===== src/rtl/sdram_cmd_pkg.sv =====
package sdram_cmd_pkg;

  // command codes held in the mode register
  localparam logic [2:0] MC_NORMAL  = 3'd0;
  localparam logic [2:0] MC_NOP     = 3'd1;
  localparam logic [2:0] MC_PREALL  = 3'd2;
  localparam logic [2:0] MC_MODE    = 3'd3;
  localparam logic [2:0] MC_REFRESH = 3'd4;
  localparam logic [2:0] MC_EXTMODE = 3'd5;

  // {cs_n, ras_n, cas_n, we_n}
  typedef enum logic [3:0] {
    PINS_DESEL = 4'b1111,
    PINS_NOP   = 4'b0111,
    PINS_PRE   = 4'b0010,
    PINS_REF   = 4'b0001,
    PINS_LMR   = 4'b0000,
    PINS_WRITE = 4'b0100
  } cmd_pins_e;

  function automatic cmd_pins_e code_to_pins(input logic [2:0] code);
    case (code)
      MC_NORMAL:            return PINS_WRITE;
      MC_NOP:               return PINS_NOP;
      MC_PREALL:            return PINS_PRE;
      MC_MODE, MC_EXTMODE:  return PINS_LMR;
      MC_REFRESH:           return PINS_REF;
      default:              return PINS_DESEL;
    endcase
  endfunction

endpackage


===== src/rtl/sci_pause_gate.sv =====
module sci_pause_gate #(
  parameter int PAUSE_CYC = 20000
) (
  input  logic clk,
  input  logic rst_n,
  output logic pause_done
);
  localparam int CW = (PAUSE_CYC < 2) ? 1 : $clog2(PAUSE_CYC + 1);

  logic [CW-1:0] cnt_q;

  always_ff @(posedge clk or negedge rst_n) begin
    if (!rst_n) begin
      cnt_q      <= '0;
      pause_done <= (PAUSE_CYC == 0);
    end else if (!pause_done) begin
      cnt_q <= cnt_q + 1'b1;
      if (cnt_q == CW'(PAUSE_CYC - 1)) pause_done <= 1'b1;
    end
  end


  done_sticky_chk: assert property (@(posedge clk) disable iff (!rst_n)
    pause_done |=> pause_done);

endmodule


===== src/rtl/sci_refresh_timer.sv =====
module sci_refresh_timer #(
  parameter int RC_W = 16
) (
  input  logic            clk,
  input  logic            rst_n,
  input  logic            period_wr,
  input  logic [RC_W-1:0] period_wdata,
  input  logic            run,
  input  logic            take,
  output logic            pend,
  output logic            expire
);
  logic [RC_W-1:0] period_q;
  logic [RC_W-1:0] cnt_q;
  logic            active;

  function automatic logic at_limit(input logic [RC_W-1:0] cnt,
                                    input logic [RC_W-1:0] per);
    return cnt == per - 1'b1;
  endfunction

  assign active = run && (period_q != '0);
  assign expire = active && at_limit(cnt_q, period_q);

  always_ff @(posedge clk or negedge rst_n) begin
    if (!rst_n) begin
      period_q <= '0;
      cnt_q    <= '0;
      pend     <= 1'b0;
    end else begin
      if (period_wr) period_q <= period_wdata;

      if (period_wr || !active || expire) cnt_q <= '0;
      else                                cnt_q <= cnt_q + 1'b1;

      if (expire)    pend <= 1'b1;
      else if (take) pend <= 1'b0;
    end
  end


  pend_kept_chk: assert property (@(posedge clk) disable iff (!rst_n)
    $fell(pend) |-> $past(take));


  expire_only_running_chk: assert property (@(posedge clk) disable iff (!rst_n)
    expire |-> run);


  cnt_in_range_chk: assert property (@(posedge clk) disable iff (!rst_n)
    active |-> (cnt_q < period_q));

endmodule


===== src/rtl/sci_cmd_engine.sv =====
module sci_cmd_engine
  import sdram_cmd_pkg::*;
#(
  parameter int ADDR_W   = 32,
  parameter int BYTE_OFS = 1,
  parameter int COL_W    = 9,
  parameter int ROW_W    = 12,
  parameter int BA_W     = 2
) (
  input  logic              clk,
  input  logic              rst_n,
  input  logic [2:0]        mode,
  input  logic              pause_done,
  input  logic              ref_pend,
  input  logic              mem_wr_req,
  input  logic [ADDR_W-1:0] mem_wr_addr,
  output logic              ref_take,
  output logic              mem_wr_ack,
  output logic              sd_cke,
  output logic              sd_cs_n,
  output logic              sd_ras_n,
  output logic              sd_cas_n,
  output logic              sd_we_n,
  output logic [BA_W-1:0]   sd_ba,
  output logic [ROW_W-1:0]  sd_a
);
  localparam int ROW_LSB = BYTE_OFS + COL_W;
  localparam int BA_LSB  = ROW_LSB + ROW_W;
  localparam int AP_BIT  = 10;

  function automatic logic [BA_W-1:0] bank_of(input logic [ADDR_W-1:0] a);
    return a[BA_LSB +: BA_W];
  endfunction

  function automatic logic [ROW_W-1:0] row_of(input logic [ADDR_W-1:0] a);
    return a[ROW_LSB +: ROW_W];
  endfunction

  function automatic logic [ROW_W-1:0] col_of(input logic [ADDR_W-1:0] a);
    logic [ROW_W-1:0] r;
    r = '0;
    r[COL_W-1:0] = a[BYTE_OFS +: COL_W];
    return r;
  endfunction

  function automatic logic [ROW_W-1:0] preall_pins();
    logic [ROW_W-1:0] r;
    r = '0;
    r[AP_BIT] = 1'b1;
    return r;
  endfunction

  // named internal events
  logic      free;
  logic      take_ref;
  logic      take_wr;
  logic      cmd_vld_q;
  logic      wr_stage_q;
  cmd_pins_e cmd_q;
  cmd_pins_e cmd_d;
  logic [BA_W-1:0]  ba_d;
  logic [ROW_W-1:0] a_d;

  assign free     = pause_done && !cmd_vld_q && !mem_wr_ack;
  assign take_ref = free && (mode == MC_NORMAL) && ref_pend;
  assign take_wr  = free && !take_ref && mem_wr_req;
  assign ref_take = take_ref;

  always_comb begin
    cmd_d = PINS_DESEL;
    ba_d  = '0;
    a_d   = '0;
    if (take_ref) begin
      cmd_d = PINS_REF;
    end else if (take_wr) begin
      cmd_d = code_to_pins(mode);
      case (mode)
        MC_NORMAL: begin
          ba_d = bank_of(mem_wr_addr);
          a_d  = col_of(mem_wr_addr);
        end
        MC_PREALL: a_d = preall_pins();
        MC_MODE, MC_EXTMODE: begin
          ba_d = bank_of(mem_wr_addr);
          a_d  = row_of(mem_wr_addr);
        end
        default: ;
      endcase
    end
  end

  always_ff @(posedge clk or negedge rst_n) begin
    if (!rst_n) begin
      cmd_q      <= PINS_DESEL;
      sd_ba      <= '0;
      sd_a       <= '0;
      cmd_vld_q  <= 1'b0;
      wr_stage_q <= 1'b0;
      mem_wr_ack <= 1'b0;
      sd_cke     <= 1'b0;
    end else begin
      cmd_q      <= cmd_d;
      sd_ba      <= ba_d;
      sd_a       <= a_d;
      cmd_vld_q  <= take_ref || take_wr;
      wr_stage_q <= take_wr;
      mem_wr_ack <= wr_stage_q;
      if (take_wr && mode == MC_NOP) sd_cke <= 1'b1;
    end
  end

  assign {sd_cs_n, sd_ras_n, sd_cas_n, sd_we_n} = cmd_q;


  cmd_single_chk: assert property (@(posedge clk) disable iff (!rst_n)
    !sd_cs_n |=> sd_cs_n);


  ack_pulse_chk: assert property (@(posedge clk) disable iff (!rst_n)
    mem_wr_ack |=> !mem_wr_ack);


  ack_after_take_chk: assert property (@(posedge clk) disable iff (!rst_n)
    mem_wr_ack |-> $past(take_wr, 2));


  pause_quiet_chk: assert property (@(posedge clk) disable iff (!rst_n)
    !pause_done |-> (sd_cs_n && !mem_wr_ack));


  cke_sticky_chk: assert property (@(posedge clk) disable iff (!rst_n)
    sd_cke |=> sd_cke);


  ref_first_chk: assert property (@(posedge clk) disable iff (!rst_n)
    (free && mode == MC_NORMAL && ref_pend) |=> (cmd_q == PINS_REF && !wr_stage_q));

endmodule


===== src/rtl/sdram_cmd_issuer.sv =====
module sdram_cmd_issuer
  import sdram_cmd_pkg::*;
#(
  parameter int ADDR_W    = 32,
  parameter int BYTE_OFS  = 1,
  parameter int COL_W     = 9,
  parameter int ROW_W     = 12,
  parameter int BA_W      = 2,
  parameter int RC_W      = 16,
  parameter int PAUSE_CYC = 20000
) (
  input  logic              clk,
  input  logic              rst_n,
  input  logic              mode_wr,
  input  logic [2:0]        mode_wdata,
  input  logic              period_wr,
  input  logic [RC_W-1:0]   period_wdata,
  input  logic              mem_wr_req,
  input  logic [ADDR_W-1:0] mem_wr_addr,
  output logic              mem_wr_ack,
  output logic              sd_cke,
  output logic              sd_cs_n,
  output logic              sd_ras_n,
  output logic              sd_cas_n,
  output logic              sd_we_n,
  output logic [BA_W-1:0]   sd_ba,
  output logic [ROW_W-1:0]  sd_a
);
  logic [2:0] mode_q;
  logic       pause_done;
  logic       ref_pend;
  logic       ref_expire;
  logic       ref_take;

  always_ff @(posedge clk or negedge rst_n) begin
    if (!rst_n)       mode_q <= MC_NORMAL;
    else if (mode_wr) mode_q <= mode_wdata;
  end


  mode_hold_chk: assert property (@(posedge clk) disable iff (!rst_n)
    !mode_wr |=> $stable(mode_q));

  sci_pause_gate #(.PAUSE_CYC(PAUSE_CYC)) u_pause (
    .clk        (clk),
    .rst_n      (rst_n),
    .pause_done (pause_done)
  );

  sci_refresh_timer #(.RC_W(RC_W)) u_timer (
    .clk          (clk),
    .rst_n        (rst_n),
    .period_wr    (period_wr),
    .period_wdata (period_wdata),
    .run          (mode_q == MC_NORMAL),
    .take         (ref_take),
    .pend         (ref_pend),
    .expire       (ref_expire)
  );

  sci_cmd_engine #(
    .ADDR_W   (ADDR_W),
    .BYTE_OFS (BYTE_OFS),
    .COL_W    (COL_W),
    .ROW_W    (ROW_W),
    .BA_W     (BA_W)
  ) u_engine (
    .clk         (clk),
    .rst_n       (rst_n),
    .mode        (mode_q),
    .pause_done  (pause_done),
    .ref_pend    (ref_pend),
    .mem_wr_req  (mem_wr_req),
    .mem_wr_addr (mem_wr_addr),
    .ref_take    (ref_take),
    .mem_wr_ack  (mem_wr_ack),
    .sd_cke      (sd_cke),
    .sd_cs_n     (sd_cs_n),
    .sd_ras_n    (sd_ras_n),
    .sd_cas_n    (sd_cas_n),
    .sd_we_n     (sd_we_n),
    .sd_ba       (sd_ba),
    .sd_a        (sd_a)
  );


  take_needs_pend_chk: assert property (@(posedge clk) disable iff (!rst_n)
    ref_take |-> (ref_pend && mode_q == MC_NORMAL));


  expire_sets_pend_chk: assert property (@(posedge clk) disable iff (!rst_n)
    ref_expire |=> ref_pend);

endmodule


===== config.mk =====
export PLATFORM = sky130hd
export DESIGN_NAME = sdram_cmd_issuer
export DESIGN_NICKNAME = d
export VERILOG_FILES = /design/src/rtl/sdram_cmd_pkg.sv /design/src/rtl/sci_pause_gate.sv /design/src/rtl/sci_refresh_timer.sv /design/src/rtl/sci_cmd_engine.sv /design/src/rtl/sdram_cmd_issuer.sv
export SDC_FILE = /design/constraint.sdc
export NUM_CORES = 1
export LEC_CHECK = 0
export BUFFER_PORTS_ARGS = -buffer_cell sky130_fd_sc_hd__buf_4
export CORE_ASPECT_RATIO = 2
export CORE_MARGIN = 2
export CORE_UTILIZATION = 46
export DETAILED_ROUTE_END_ITERATION = 10
export PLACE_DENSITY_LB_ADDON = 0.08
export SYNTH_ARGS = -nofsm -noshare
export SYNTH_HDL_FRONTEND = slang
export SYNTH_SLANG_ARGS = --single-unit

===== constraint.sdc =====
create_clock -name clk -period 4.4 [get_ports clk]
set_input_delay 0.44 -clock clk [delete_from_list [all_inputs] [get_ports clk]]
set_output_delay 0.44 -clock clk [all_outputs]
set_load 0.05 [all_outputs]

# Word level (Yosys, flattened, before mapping)
# Index checks and enable logic that the tools add are counted.
[word_totals] register_bits=74 word_cells=58
[op_classes] n_eq_ne=7 n_addsub=3 reduce_logical=21 n_mux=14
[ops] operator="12-bit case mux with 3 select lines" count=1
[ops] operator="12-bit two-way mux" count=2
[ops] operator="4-bit case mux with 5 select lines" count=1
[ops] operator="16-bit by 1-bit adder with 16-bit output, second input constant" count=1
[ops] operator="16-bit == test" count=1
[ops] operator="16-bit two-way mux" count=1
[ops] operator="16-bit nonzero test" count=1
[ops] operator="16-bit by 1-bit subtractor with 16-bit output, second input constant" count=1
[ops] operator="15-bit by 1-bit adder with 15-bit output, second input constant" count=1
[ops] operator="15-bit == test, second input constant" count=1
[ops] operator="1-bit logical AND" count=9
[ops] operator="4-bit two-way mux" count=2
[ops] operator="3-bit by 2-bit == test with 1-bit output, second input constant" count=2
[ops] operator="3-bit == test, second input constant" count=2
[ops] operator="2-bit two-way mux" count=3
[ops] operator="1-bit logical NOT" count=4
[ops] operator="1-bit two-way mux" count=4
[ops] operator="3-bit by 1-bit == test with 1-bit output, second input constant" count=1
[ops] operator="3-bit logical NOT" count=1
[ops] operator="1-bit logical OR" count=3
[ops] operator="3-bit OR reduction" count=1
[ops] operator="2-bit nonzero test" count=1
[ops] operator="2-bit OR reduction" count=1

# Depth between registers and ports, before layout
# Gate-level depths: netlist of the first run.
[logic_depth] depth_word=10 ltp_mapped=11 mapped_depth_nobuf=8

# By module
# A second synthesis of the first run with hierarchy kept.
[hier_totals] cells_unflattened=369 hier_area_um2=3993.8
[by_module_without_submodules] mod="sci_refresh_timer" instances=1 area_each_um2=2019.4 cells_each=209 seq_area_each_um2=825.8
[by_module_without_submodules] mod="sci_cmd_engine" instances=1 area_each_um2=1123.6 cells_each=94 seq_area_each_um2=555.5
[by_module_without_submodules] mod="sci_pause_gate" instances=1 area_each_um2=737.0 cells_each=59 seq_area_each_um2=400.4
[by_module_without_submodules] mod="sdram_cmd_issuer" instances=1 area_each_um2=113.9 cells_each=7 seq_area_each_um2=75.1

# Least setup slack after synthesis of the first run
# No wires, ideal clock.
[synth_timing] path_kind="reg-to-reg" start="register u_timer.period_q[0]" end="register u_timer.cnt_q[11]" arrival_ns=3.069 slack_ns=1.212 n_path_buf=3 t_required_ns=4.281 period_less_slack_ns=3.188 path_stages_with_launch=12 path_cell_list="dfrtp_1 clkbuf_1 inv_1 ha_1 buf_2 or4b_4 or4b_4 nor4b_2 o2111ai_1 o41ai_4 buf_6 nor2_1"
[synth_between] elab_chain_cells=6 elab_cells_between_ends=9 cone_classes="add/sub (1); eq/ne (1); mux (1); reduce/logical (6)"
[synth_lines] item="start: declaration" line="sci_refresh_timer.sv:13" source="logic [RC_W-1:0] period_q;"
[synth_lines] item="start signal: assignment" line="sci_refresh_timer.sv:31" source="if (period_wr) period_q <= period_wdata;"
[synth_lines] item="parallel branches: the longest is 4 deep, another holds 16-bit by 1-bit subtractor with 16-bit output"
[synth_lines] item="1-bit logical OR (*)" line="sci_refresh_timer.sv:33" source="if (period_wr || !active || expire) cnt_q <= '0;"
[synth_lines] item="16-bit two-way mux (*)" line="sci_refresh_timer.sv:33"
[synth_lines] item="end signal: assignment" line="sci_refresh_timer.sv:34" source="else cnt_q <= cnt_q + 1'b1;"
[synth_lines] item="end: declaration" line="sci_refresh_timer.sv:14" source="logic [RC_W-1:0] cnt_q;"
# Mark *: on every way between the ends.
# A chain may end at the register's enable or synchronous reset.

# Final worst setup path of the first run
[layout_timing] start="register u_timer.period_q[0]" end="register u_timer.cnt_q[2]"
# Same word-level chain as after synthesis.

==> flow_summary_export.csv, run 1 <==
group,metric,value,unit
detailed_routing,routed_wire_length,8400,um
die,design.die.area,8940,sq um
die,floorplan.die.width,67.9,um
critical_path,critPathMostFrequentCell,"sky130_fd_sc_hd__or4b_4",
synth,synth-edff-count,0,
synth,yosysSeqAreaShare,0.495,
critical_path,largest_driver_fanout_on_the_critical_path,16,
place,port_buffers,66,
global_routing,gr-total-overflow,0,
timing,slew_headroom,0.377,
global_routing,grt_start_max_net_pins,75,
timing,tightestPinTransition,0.935,ns
die,die_h,132,um
critical_path,worstPathCellList,"inv_1, ha_1, or4b_4, or4b_4, nor4b_2, o2111ai_1, o41ai_4, buf_4, nor2_1",
critical_path,criticalPathCategory,"reg2reg",
die,placement_rows,46,
critical_path,crit_path_end_kind,"flip-flop",
critical_path,crit_start,"u_timer.period_q[0]",
synth,post_synth_num_cell_types,50,
clocking,deepest_level_of_the_cts_h_tree,3,
critical_path,regToRegStartpoint,"u_timer.period_q[0]",
detailed_routing,postRouteAntennaNets,0,
synth,synthesis.yosys.warnings,0,
critical_path,critical_path.n_buffers_inverters,2,
timing,fmax,295,MHz
timing,drv_slew,0,
die,design.portCount,76,
synth,synth.largest_area_cell,"sky130_fd_sc_hd__dfrtp_1",
detailed_routing,detail_route.wl_per_cell,15.9,um
synth,synth_top_cells_by_area,"sky130_fd_sc_hd__dfrtp_1 47%, sky130_fd_sc_hd__xnor2_1 6.5%, sky130_fd_sc_hd__nor2_1 5.1%, sky130_fd_sc_hd__xor2_1 4.7%, sky130_fd_sc_hd__mux2_2 4.5%",
detailed_routing,route.vias.total,2909,
place,dp_hpwl,6240,um
cells_and_area,final_layout_size_suffix_gt1_frac,0.242,
global_routing,groute.usage.overall,0.209,
clocking,cts_tree,"done",
global_routing,first_global_vias,2961,
clocking,post_cts.repair.setup_buffers,0,
place,globalplace.congestion,0.879,
power,p_per_area,361,nW/um^2
timing,rsz0062_at_grt,"false",
global_routing,wire_length_of_the_first_global_routing_pass,13800,um
critical_path,path_delay_family,"simple AND/OR/NAND/NOR gates",
clocking,clk_pin_slew_worst_paths,0.06,ns
timing,finalSetupTns,0,ns
power,report.power.total,1.66,mW
timing,finClkSkew,0.00467,ns
status,outcome,"completed",
clocking,clock_latency,0.33,ns
timing,finalSetupViolations,0,
cells_and_area,n_antenna_cell,0,
detailed_routing,drt-vias-per-instance,5.50,
die,initial_core_util,0.473,
synth,ys_ff_latch,74,
critical_path,worst_path_max_delay_cell,"sky130_fd_sc_hd__or4b_4",
timing,finalCriticalPeriod,3.39,ns
hold_path,path_category_of_the_worst_min_delay_check,"in2async",
clocking,cts.path.max_buffers,2,
critical_path,cp.arrival,3.61,ns
synth,syn-cell-area,3750,sq um
synth,dominantRegCellSynth,"sky130_fd_sc_hd__dfrtp_1",
critical_path,timing.critical_path.slowest_cell_delay,0.55,ns
synth,synth-async-reset-ratio,1.00,
critical_path,r2r_setup_slack,1.01,ns
cells_and_area,nFillCells,728,
cells_and_area,final_core_util,0.579,
flow_run,maxCapViolCount,0,
timing,timing.final.hold_violations,0,
clocking,cts_made_buffers,9,
synth,syn-mean-instance-area,10.2,sq um
detailed_routing,drt_drc_violations_left,0,
critical_path,cp_data_required_time,4.61,ns
clocking,cts_hold_buf,0,
synth,gate_count_of_the_mapped_netlist,368,
power,power.static_leakage,2.06,nW
synth,synth_fp_nets,428,
timing,period_share,0.771,
die,area_of_the_placeable_core,7940,sq um
detailed_routing,dr.first_iter.drc_count,115,
synth,synth_top_area_frac,0.467,
clocking,clock_tree.root_cell,"sky130_fd_sc_hd__clkbuf_16",
clocking,cts_num_sinks,74,
power,max-vdd-ir-drop,306,uV
cells_and_area,area_growth_syn_to_layout,22.5,%
cells_and_area,design.final.nets,489,
detailed_routing,drtPass1Iterations,4,
critical_path,critPathLaunchType,"flip-flop",
clocking,post_cts_resize_count,0,
global_routing,number_of_antenna_violations_at_the_first_check_in_global_routing,0,
[power by group]
group,internal (mW),switching [mW]
Sequential,0.698,0.0377
Clock,0.493,0.266
Combinational,0.0833,0.0845
Total,1.27,0.388
[cell usage after synthesis, types with 4 or more instances]
cell and n:
sky130_fd_sc_hd__dfrtp_1 70, sky130_fd_sc_hd__nor2_1 51, sky130_fd_sc_hd__xnor2_1 28, sky130_fd_sc_hd__nand2_1 21, sky130_fd_sc_hd__xor2_1 20, sky130_fd_sc_hd__mux2_2 15
sky130_fd_sc_hd__nand3_1 14, sky130_fd_sc_hd__a21oi_1 13, sky130_fd_sc_hd__and3_1 13, sky130_fd_sc_hd__clkbuf_1 12, sky130_fd_sc_hd__nor3_1 11, sky130_fd_sc_hd__o21ai_0 11
sky130_fd_sc_hd__a22oi_1 9, sky130_fd_sc_hd__inv_1 9, sky130_fd_sc_hd__nand4_1 6, sky130_fd_sc_hd__nor4_1 5, sky130_fd_sc_hd__and4_1 4, sky130_fd_sc_hd__dfstp_2 4
sky130_fd_sc_hd__ha_1 4
[cells in the final DEF, fill, tap and decap left out, types with 2 or more instances in the layout]
| cell | count |
|---|---|
| sky130_fd_sc_hd__dfrtp_1 | 70 |
| sky130_fd_sc_hd__buf_4 | 68 |
| sky130_fd_sc_hd__nor2_1 | 51 |
| sky130_fd_sc_hd__xnor2_1 | 28 |
| sky130_fd_sc_hd__nand2_1 | 21 |
| sky130_fd_sc_hd__xor2_1 | 20 |
| sky130_fd_sc_hd__mux2_2 | 15 |
| sky130_fd_sc_hd__nand3_1 | 14 |
| sky130_fd_sc_hd__and3_1 | 13 |
| sky130_fd_sc_hd__a21oi_1 | 13 |
| sky130_fd_sc_hd__nor3_1 | 11 |
| sky130_fd_sc_hd__o21ai_0 | 11 |
| sky130_fd_sc_hd__inv_1 | 9 |
| sky130_fd_sc_hd__a22oi_1 | 9 |
| sky130_fd_sc_hd__clkbuf_16 | 9 |
| sky130_fd_sc_hd__nand4_1 | 6 |
| sky130_fd_sc_hd__nor4_1 | 5 |
| sky130_fd_sc_hd__and4_1 | 4 |
| sky130_fd_sc_hd__ha_1 | 4 |
| sky130_fd_sc_hd__dfstp_2 | 4 |
| sky130_fd_sc_hd__nand2b_1 | 3 |
| sky130_fd_sc_hd__nand3b_1 | 3 |
| sky130_fd_sc_hd__nor4b_1 | 3 |
| sky130_fd_sc_hd__a31oi_1 | 3 |
| sky130_fd_sc_hd__or3_1 | 3 |
| sky130_fd_sc_hd__clkbuf_1 | 3 |
| sky130_fd_sc_hd__or4b_4 | 2 |
| sky130_fd_sc_hd__o211a_1 | 2 |
| sky130_fd_sc_hd__o2111ai_1 | 2 |
| sky130_fd_sc_hd__or4_1 | 2 |
| sky130_fd_sc_hd__bufinv_16 | 2 |
[area by class of cell]
type	count	area, sq um	area share
Clock buffer	12	236	0.0514
Tap cell	96	120	0.0261
Multi-Input combinational cell	267	1780	0.386
Inverter	9	33.8	0.00734
Sequential cell	74	1860	0.404
Clock inverter	3	65.1	0.0141
Timing Repair Buffer	68	510	0.111
[registers in the layout, indices dropped and copies added, names as in the netlist, 2 cells and up]
signal,count
u_timer.cnt_q,16
u_engine.sd_ba,2
u_timer.period_q,16
u_engine.cmd_q,4
u_engine.sd_a,12
mode_q,3
u_pause.cnt_q,15
[kinds of logic after synthesis]
family,Yosys count,share of synthesized area
AND/OR/NAND/NOR,147,0.204
flip-flops,74,0.495
AO/OA/AOI/OAI,52,0.0960
XOR/XNOR,48,0.112
buffers and inverters,27,0.0320
multiplexers,16,0.0477
adder cells (fa/ha/maj),4,0.0133
[worst paths after layout]
check                                            end  cells past startpoint
worst max-delay path                u_timer.cnt_q[2]                      9
worst min-delay path            u_timer.period_q[12]                      1
worst max register to register      u_timer.cnt_q[2]                      9
worst min register to register   u_engine.mem_wr_ack                      0
max in group asynchronous           u_pause.cnt_q[5]                      1
min in group clk                u_timer.period_q[11]                      3
[layer usage]
metal / track usage / vias to the layer above / part of all wire
met1: 0.204 / 1411 / 0.36
met4: 0.141 / 0 / 0.048
met2: 0.371 / 70 / 0.56
met3: 0.0410 / 21 / 0.033
li1: - / 1407 / -
met5: 0 / - / 0
[per-stage QoR]
step	hold WS, ns	worst slack [ns]	instance area [sq um]	cells
floorplan	0.144	1.21	3750	368
global placement	0.333	1.06	4300	514
detailed placement	0.337	0.979	4300	514
CTS	0.284	0.983	4600	529
global route	0.322	0.807	4600	529
finish	0.220	1.01	4600	529
Power figures use the tool's default switching activity.
==> run 2: changes to the inputs <==
==> constraint.sdc (replaced) <==
create_clock -name clk -period 3.2 [get_ports clk]
set_input_delay 0.32 -clock clk [delete_from_list [all_inputs] [get_ports clk]]
set_output_delay 0.32 -clock clk [all_outputs]
set_load 0.05 [all_outputs]
==> run 2 against run 1 <==
Net effect: register-to-register slack lost 0.86 ns; power grew 41%; final area rose by 2.0%; first-iteration DRC count up 17%; combinational power is 55% higher; worst setup slack lost 0.86 ns; clock skew fell by 0.00065 ns; routed wire length increased by 2.4%; worst hold slack lost 0.11 ns; global-route usage is 0.56 points higher; via count grew 1.5%; critical path type unchanged; critical endpoint is now u_timer.cnt_q[15]; largest power group unchanged.
==> flow_summary_export.csv, run 2 (synthesis gave the netlist of run 1 again) <==
group,metric,value,unit
cells_and_area,final_design_area_no_fill,4690,sq um
timing,finalSetupTns,0,ns
power,power_frac_clock,0.462,
global_routing,first_global_vias,3064,
status,outcome,"completed",
timing,fmax,328,MHz
detailed_routing,dr.first_iter.drc_count,134,
global_routing,grt_start_max_net_pins,75,
clocking,cts.path.max_buffers,2,
power,power.share.sequential,0.427,
place,port_buffers,66,
clocking,post_cts.repair.setup_buffers,0,
timing,slew_headroom,0.378,
timing,period_share,0.953,
die,floorplan.die.width,67.9,um
clocking,cts_num_sinks,74,
die,initial_core_util,0.473,
cells_and_area,area_growth_syn_to_layout,25.0,%
timing,finalHoldWorstSlack,0.113,ns
cells_and_area,final_common_cell,"sky130_fd_sc_hd__buf_4",
die,design.die.area,8940,sq um
clocking,cts_hold_buf,0,
power,report.power.total,2.34,mW
cells_and_area,design.final.nets,497,
timing,drv_slew,0,
cells_and_area,final_core_util,0.591,
cells_and_area,top_regs,"u_timer.cnt_q (16), u_timer.period_q (16), u_pause.cnt_q (15)",
detailed_routing,detail_route.wl_per_cell,16.0,um
timing,finClkSkew,0.00402,ns
timing,rsz0062_at_grt,"false",
cells_and_area,most_frequent_cells_in_the_layout,"75 x sky130_fd_sc_hd__buf_4, 70 x sky130_fd_sc_hd__dfrtp_1, 51 x sky130_fd_sc_hd__nor2_1, 28 x sky130_fd_sc_hd__xnor2_1, 21 x sky130_fd_sc_hd__nand2_1",
die,design.portCount,76,
cells_and_area,final_layout_size_suffix_gt1_frac,0.262,
flow_run,maxCapViolCount,0,
detailed_routing,routed_wire_length,8600,um
clocking,cts_made_buffers,9,
place,dp_hpwl,6500,um
detailed_routing,drt_drc_violations_left,0,
power,power.static_leakage,2.12,nW
timing,timing.final.hold_violations,0,
power,p_per_area,499,nW/um^2
critical_path,cp_data_required_time,3.42,ns
detailed_routing,route.vias.total,2953,
timing,finalSetupViolations,0,
global_routing,gr-total-overflow,0,
place,globalplace.congestion,0.821,
clocking,clk_pin_slew_worst_paths,0.06,ns
clocking,clock_tree.root_cell,"sky130_fd_sc_hd__clkbuf_16",
critical_path,criticalPathCategory,"reg2reg",
power,power_switching,552,uW
global_routing,wire_length_of_the_first_global_routing_pass,14300,um
global_routing,groute.usage.overall,0.214,
hold_path,path_category_of_the_worst_min_delay_check,"in2async",
cells_and_area,n_antenna_cell,0,
critical_path,r2r_cells,9,
detailed_routing,drt-vias-per-instance,5.49,
critical_path,cp.arrival,3.27,ns
clocking,deepest_level_of_the_cts_h_tree,3,
timing,finalCriticalPeriod,3.05,ns
die,placement_rows,46,
die,die_h,132,um
detailed_routing,drtPass1Iterations,4,
power,power.combinational.fraction,0.112,
clocking,post_cts_resize_count,0,
clocking,clock_latency,0.33,ns
power,switching_share,0.236,
detailed_routing,postRouteAntennaNets,0,
place,placement.cell_area,4370,sq um
clocking,cts_tree,"done",
critical_path,largest_driver_fanout_on_the_critical_path,16,
power,max-vdd-ir-drop,368,uV
timing,tightestPinTransition,0.933,ns
die,area_of_the_placeable_core,7940,sq um
global_routing,number_of_antenna_violations_at_the_first_check_in_global_routing,0,
critical_path,critPathLaunchType,"flip-flop",
critical_path,crit_path_end_kind,"flip-flop",
power,internal-power,1.79,mW
## run 2: metal layers
metal | global-route usage | up-vias | share of wire
met4 | 0.110 | 0 | 0.043
met3 | 0.0512 | 17 | 0.041
met5 | 0 | - | 0
met1 | 0.218 | 1427 | 0.34
li1 | - | 1430 | -
met2 | 0.385 | 79 | 0.57
## run 2: area by class of cell
cell class	count	area [sq um]
Clock buffer	11	243
Tap cell	96	120
Inverter	9	33.8
Fill cell	717	3250
Multi-Input combinational cell	267	1780
Timing Repair Buffer	76	583
Clock inverter	5	77.6
Sequential cell	74	1860
## run 2: final timing paths
kind | start | slack [ns] | to
min reg2reg | u_engine.wr_stage_q | 0.35 | u_engine.mem_wr_ack
max | u_timer.period_q[1] | 0.15 | u_timer.cnt_q[15]
max reg2reg | u_timer.period_q[1] | 0.15 | u_timer.cnt_q[15]
min in group clk | mode_wdata[0] | 0.20 | mode_q[0]
min | rst_n | 0.11 | u_timer.period_q[0]
max in group asynchronous | rst_n | 2.47 | u_pause.cnt_q[6]
## run 2: power by group through the flow
stage	logic (mW)	registers (mW)	clock network, mW
floorplan	0.163	0.996	0
global placement	0.259	1.01	0
detailed placement	0.263	1.02	0
CTS	0.265	0.999	1.10
global route	0.293	1.00	1.14
finish	0.261	0.999	1.08
## run 2: critical path, cell delays in order, from the launching register on
cell and delay, ns:
sky130_fd_sc_hd__dfrtp_1 0.43, sky130_fd_sc_hd__inv_1 0.11, sky130_fd_sc_hd__ha_1 0.20, sky130_fd_sc_hd__or4b_4 0.52
sky130_fd_sc_hd__or4b_4 0.55, sky130_fd_sc_hd__nor4b_2 0.24, sky130_fd_sc_hd__o2111ai_1 0.23, sky130_fd_sc_hd__o41ai_4 0.42
sky130_fd_sc_hd__buf_12 0.19, sky130_fd_sc_hd__nor2_1 0.06
## run 2: metrics by stage
stage               setup slack, ns  instances
global placement              0.192        522
detailed placement            0.131        522
finish                        0.150        538
CTS                           0.117        538
global route                 0.0160        538
floorplan                    0.0121        368
==> run 3: changes to the inputs <==
--- a/config.mk
+++ b/config.mk
@@ -6,10 +6,12 @@
 export NUM_CORES = 1
 export LEC_CHECK = 0
 export BUFFER_PORTS_ARGS = -buffer_cell sky130_fd_sc_hd__buf_4
+export CAP_MARGIN = 10
 export CORE_ASPECT_RATIO = 2
 export CORE_MARGIN = 2
 export CORE_UTILIZATION = 46
 export DETAILED_ROUTE_END_ITERATION = 10
+export MAX_ROUTING_LAYER = met4
 export PLACE_DENSITY_LB_ADDON = 0.08
 export SYNTH_ARGS = -nofsm -noshare
 export SYNTH_HDL_FRONTEND = slang
==> run 3 against run 2 <==
Net effect: sequential share of layout area stayed put; non-clock buffer count stayed put; die area stayed put; critical path type unchanged; largest power group unchanged.
==> flow_summary_export.csv, run 3 (synthesis gave the netlist of run 1 again) <==
group,metric,value,unit
place,globalplace.congestion,0.834,
global_routing,use_met3,0.0436,
critical_path,cp.arrival,3.26,ns
cells_and_area,final_design_area_no_fill,4690,sq um
place,dp_hpwl,6500,um
global_routing,grt_start_max_net_pins,75,
cells_and_area,final_layout_size_suffix_gt1_frac,0.262,
critical_path,regToRegStartpoint,"u_timer.period_q[1]",
timing,finalSetupTns,0,ns
timing,fmax,329,MHz
cells_and_area,final_core_util,0.591,
clocking,cts_hold_buf,0,
critical_path,r2r_cells,9,
clocking,post_cts_resize_count,0,
cells_and_area,top_regs,"u_timer.cnt_q (16), u_timer.period_q (16), u_pause.cnt_q (15)",
cells_and_area,n_antenna_cell,0,
flow_run,maxCapViolCount,0,
die,placement_rows,46,
critical_path,timing.critical_path.slowest_cell_delay,0.55,ns
clocking,cts.path.max_buffers,2,
status,outcome,"completed",
timing,period_share,0.951,
critical_path,worst_path_max_delay_cell,"sky130_fd_sc_hd__or4b_4",
timing,rsz0062_at_grt,"false",
power,p_per_area,499,nW/um^2
die,die_h,132,um
clocking,clock_tree.root_cell,"sky130_fd_sc_hd__clkbuf_16",
detailed_routing,routed_wire_length,8580,um
timing,slew_headroom,0.378,
global_routing,use_met2,0.385,
die,floorplan.die.width,67.9,um
clocking,cts_tree,"done",
clocking,cts_made_buffers,9,
cells_and_area,design.final.nets,497,
die,design.die.area,8940,sq um
die,design.portCount,76,
die,initial_core_util,0.473,
timing,tightestPinTransition,0.933,ns
detailed_routing,drt-vias-per-instance,5.49,
critical_path,critical_path.n_buffers_inverters,2,
critical_path,critPathLaunchType,"flip-flop",
clocking,cts_num_sinks,74,
critical_path,crit_path_end_kind,"flip-flop",
clocking,deepest_level_of_the_cts_h_tree,3,
place,port_buffers,66,
timing,finClkSkew,0.00487,ns
power,max-vdd-ir-drop,368,uV
critical_path,criticalPathCategory,"reg2reg",
detailed_routing,postRouteAntennaNets,0,
global_routing,gr-total-overflow,0,
global_routing,globalRoute.busiestLayer,"met2",
critical_path,critPathMostFrequentCell,"sky130_fd_sc_hd__or4b_4",
critical_path,worstReg2RegEnd,"u_timer.cnt_q[10]",
global_routing,first_global_vias,3064,
timing,finalSetupViolations,0,
clocking,clock_latency,0.33,ns
hold_path,path_category_of_the_worst_min_delay_check,"in2async",
cells_and_area,final_common_cell,"sky130_fd_sc_hd__buf_4",
detailed_routing,detail_route.wl_per_cell,15.9,um
critical_path,r2r_setup_slack,0.16,ns
critical_path,cp_data_required_time,3.42,ns
global_routing,wire_length_of_the_first_global_routing_pass,14300,um
global_routing,globalRouteMet1Util,0.221,
power,power.static_leakage,2.12,nW
clocking,post_cts.repair.setup_buffers,0,
detailed_routing,drt_drc_violations_left,0,
critical_path,largest_driver_fanout_on_the_critical_path,16,
timing,timing.final.hold_violations,0,
global_routing,number_of_antenna_violations_at_the_first_check_in_global_routing,0,
place,placement.cell_area,4370,sq um
global_routing,groute.usage.overall,0.220,
die,area_of_the_placeable_core,7940,sq um
cells_and_area,most_frequent_cells_in_the_layout,"75 x sky130_fd_sc_hd__buf_4, 70 x sky130_fd_sc_hd__dfrtp_1, 51 x sky130_fd_sc_hd__nor2_1, 28 x sky130_fd_sc_hd__xnor2_1, 21 x sky130_fd_sc_hd__nand2_1",
critical_path,worstPathCellList,"inv_1, ha_1, or4b_4, or4b_4, nor4b_2, o2111ai_1, o41ai_4, buf_12, nor2_1",
timing,drv_slew,0,
detailed_routing,route.vias.total,2952,
timing,finalCriticalPeriod,3.04,ns
clocking,clk_pin_slew_worst_paths,0.06,ns
detailed_routing,drtPass1Iterations,4,
critical_path,path_delay_family,"simple AND/OR/NAND/NOR gates",
cells_and_area,area_growth_syn_to_layout,25.0,%
detailed_routing,dr.first_iter.drc_count,116,
[run 3: cell counts in the layout (fill, tap and decap cells not counted)]
No cell type changed its count.
[run 3: layer usage]
layer  share of wire  vias to the layer above
met5               0                        -
met2            0.57                       83
li1                -                     1429
met4           0.044                        0
met1            0.35                     1421
met3           0.035                       19
[run 3: how the worst max path moves through the flow]
stage,from,cells after the start,to
final,u_timer.period_q[1],9,u_timer.cnt_q[10]
after floorplan,u_timer.period_q[0],11,u_timer.cnt_q[11]
after global placement,u_timer.period_q[1],9,u_timer.cnt_q[15]
after detailed placement,u_timer.period_q[1],9,u_timer.cnt_q[10]
after CTS,u_timer.period_q[1],9,u_timer.cnt_q[10]
after global routing,u_timer.period_q[1],9,u_timer.cnt_q[13]
[run 3: final cells by class]
class / count / area (sq um)
Fill cell: 717 / 3250
Sequential cell: 74 / 1860
Multi-Input combinational cell: 267 / 1780
Timing Repair Buffer: 76 / 583
Clock buffer: 11 / 243
Tap cell: 96 / 120
Clock inverter: 5 / 77.6
Inverter: 9 / 33.8
[run 3: stage by stage]
step                cells  total power [mW]  setup WS (ns)  hold WS [ns]
floorplan             368              1.16         0.0121        0.0244
global placement      522              1.27          0.192         0.334
detailed placement    522              1.28          0.131         0.339
CTS                   538              2.36          0.117         0.168
global route          538              2.43         0.0160         0.207
finish                538              2.34          0.158         0.119
[run 3: report_power, final]
part	internal [mW]	total (mW)	leakage (nW)	switching, mW
clock network	0.701	1.08	0.156	0.379
registers	0.960	0.998	0.965	0.0379
logic	0.128	0.262	0.997	0.134
total	1.79	2.34	2.12	0.550
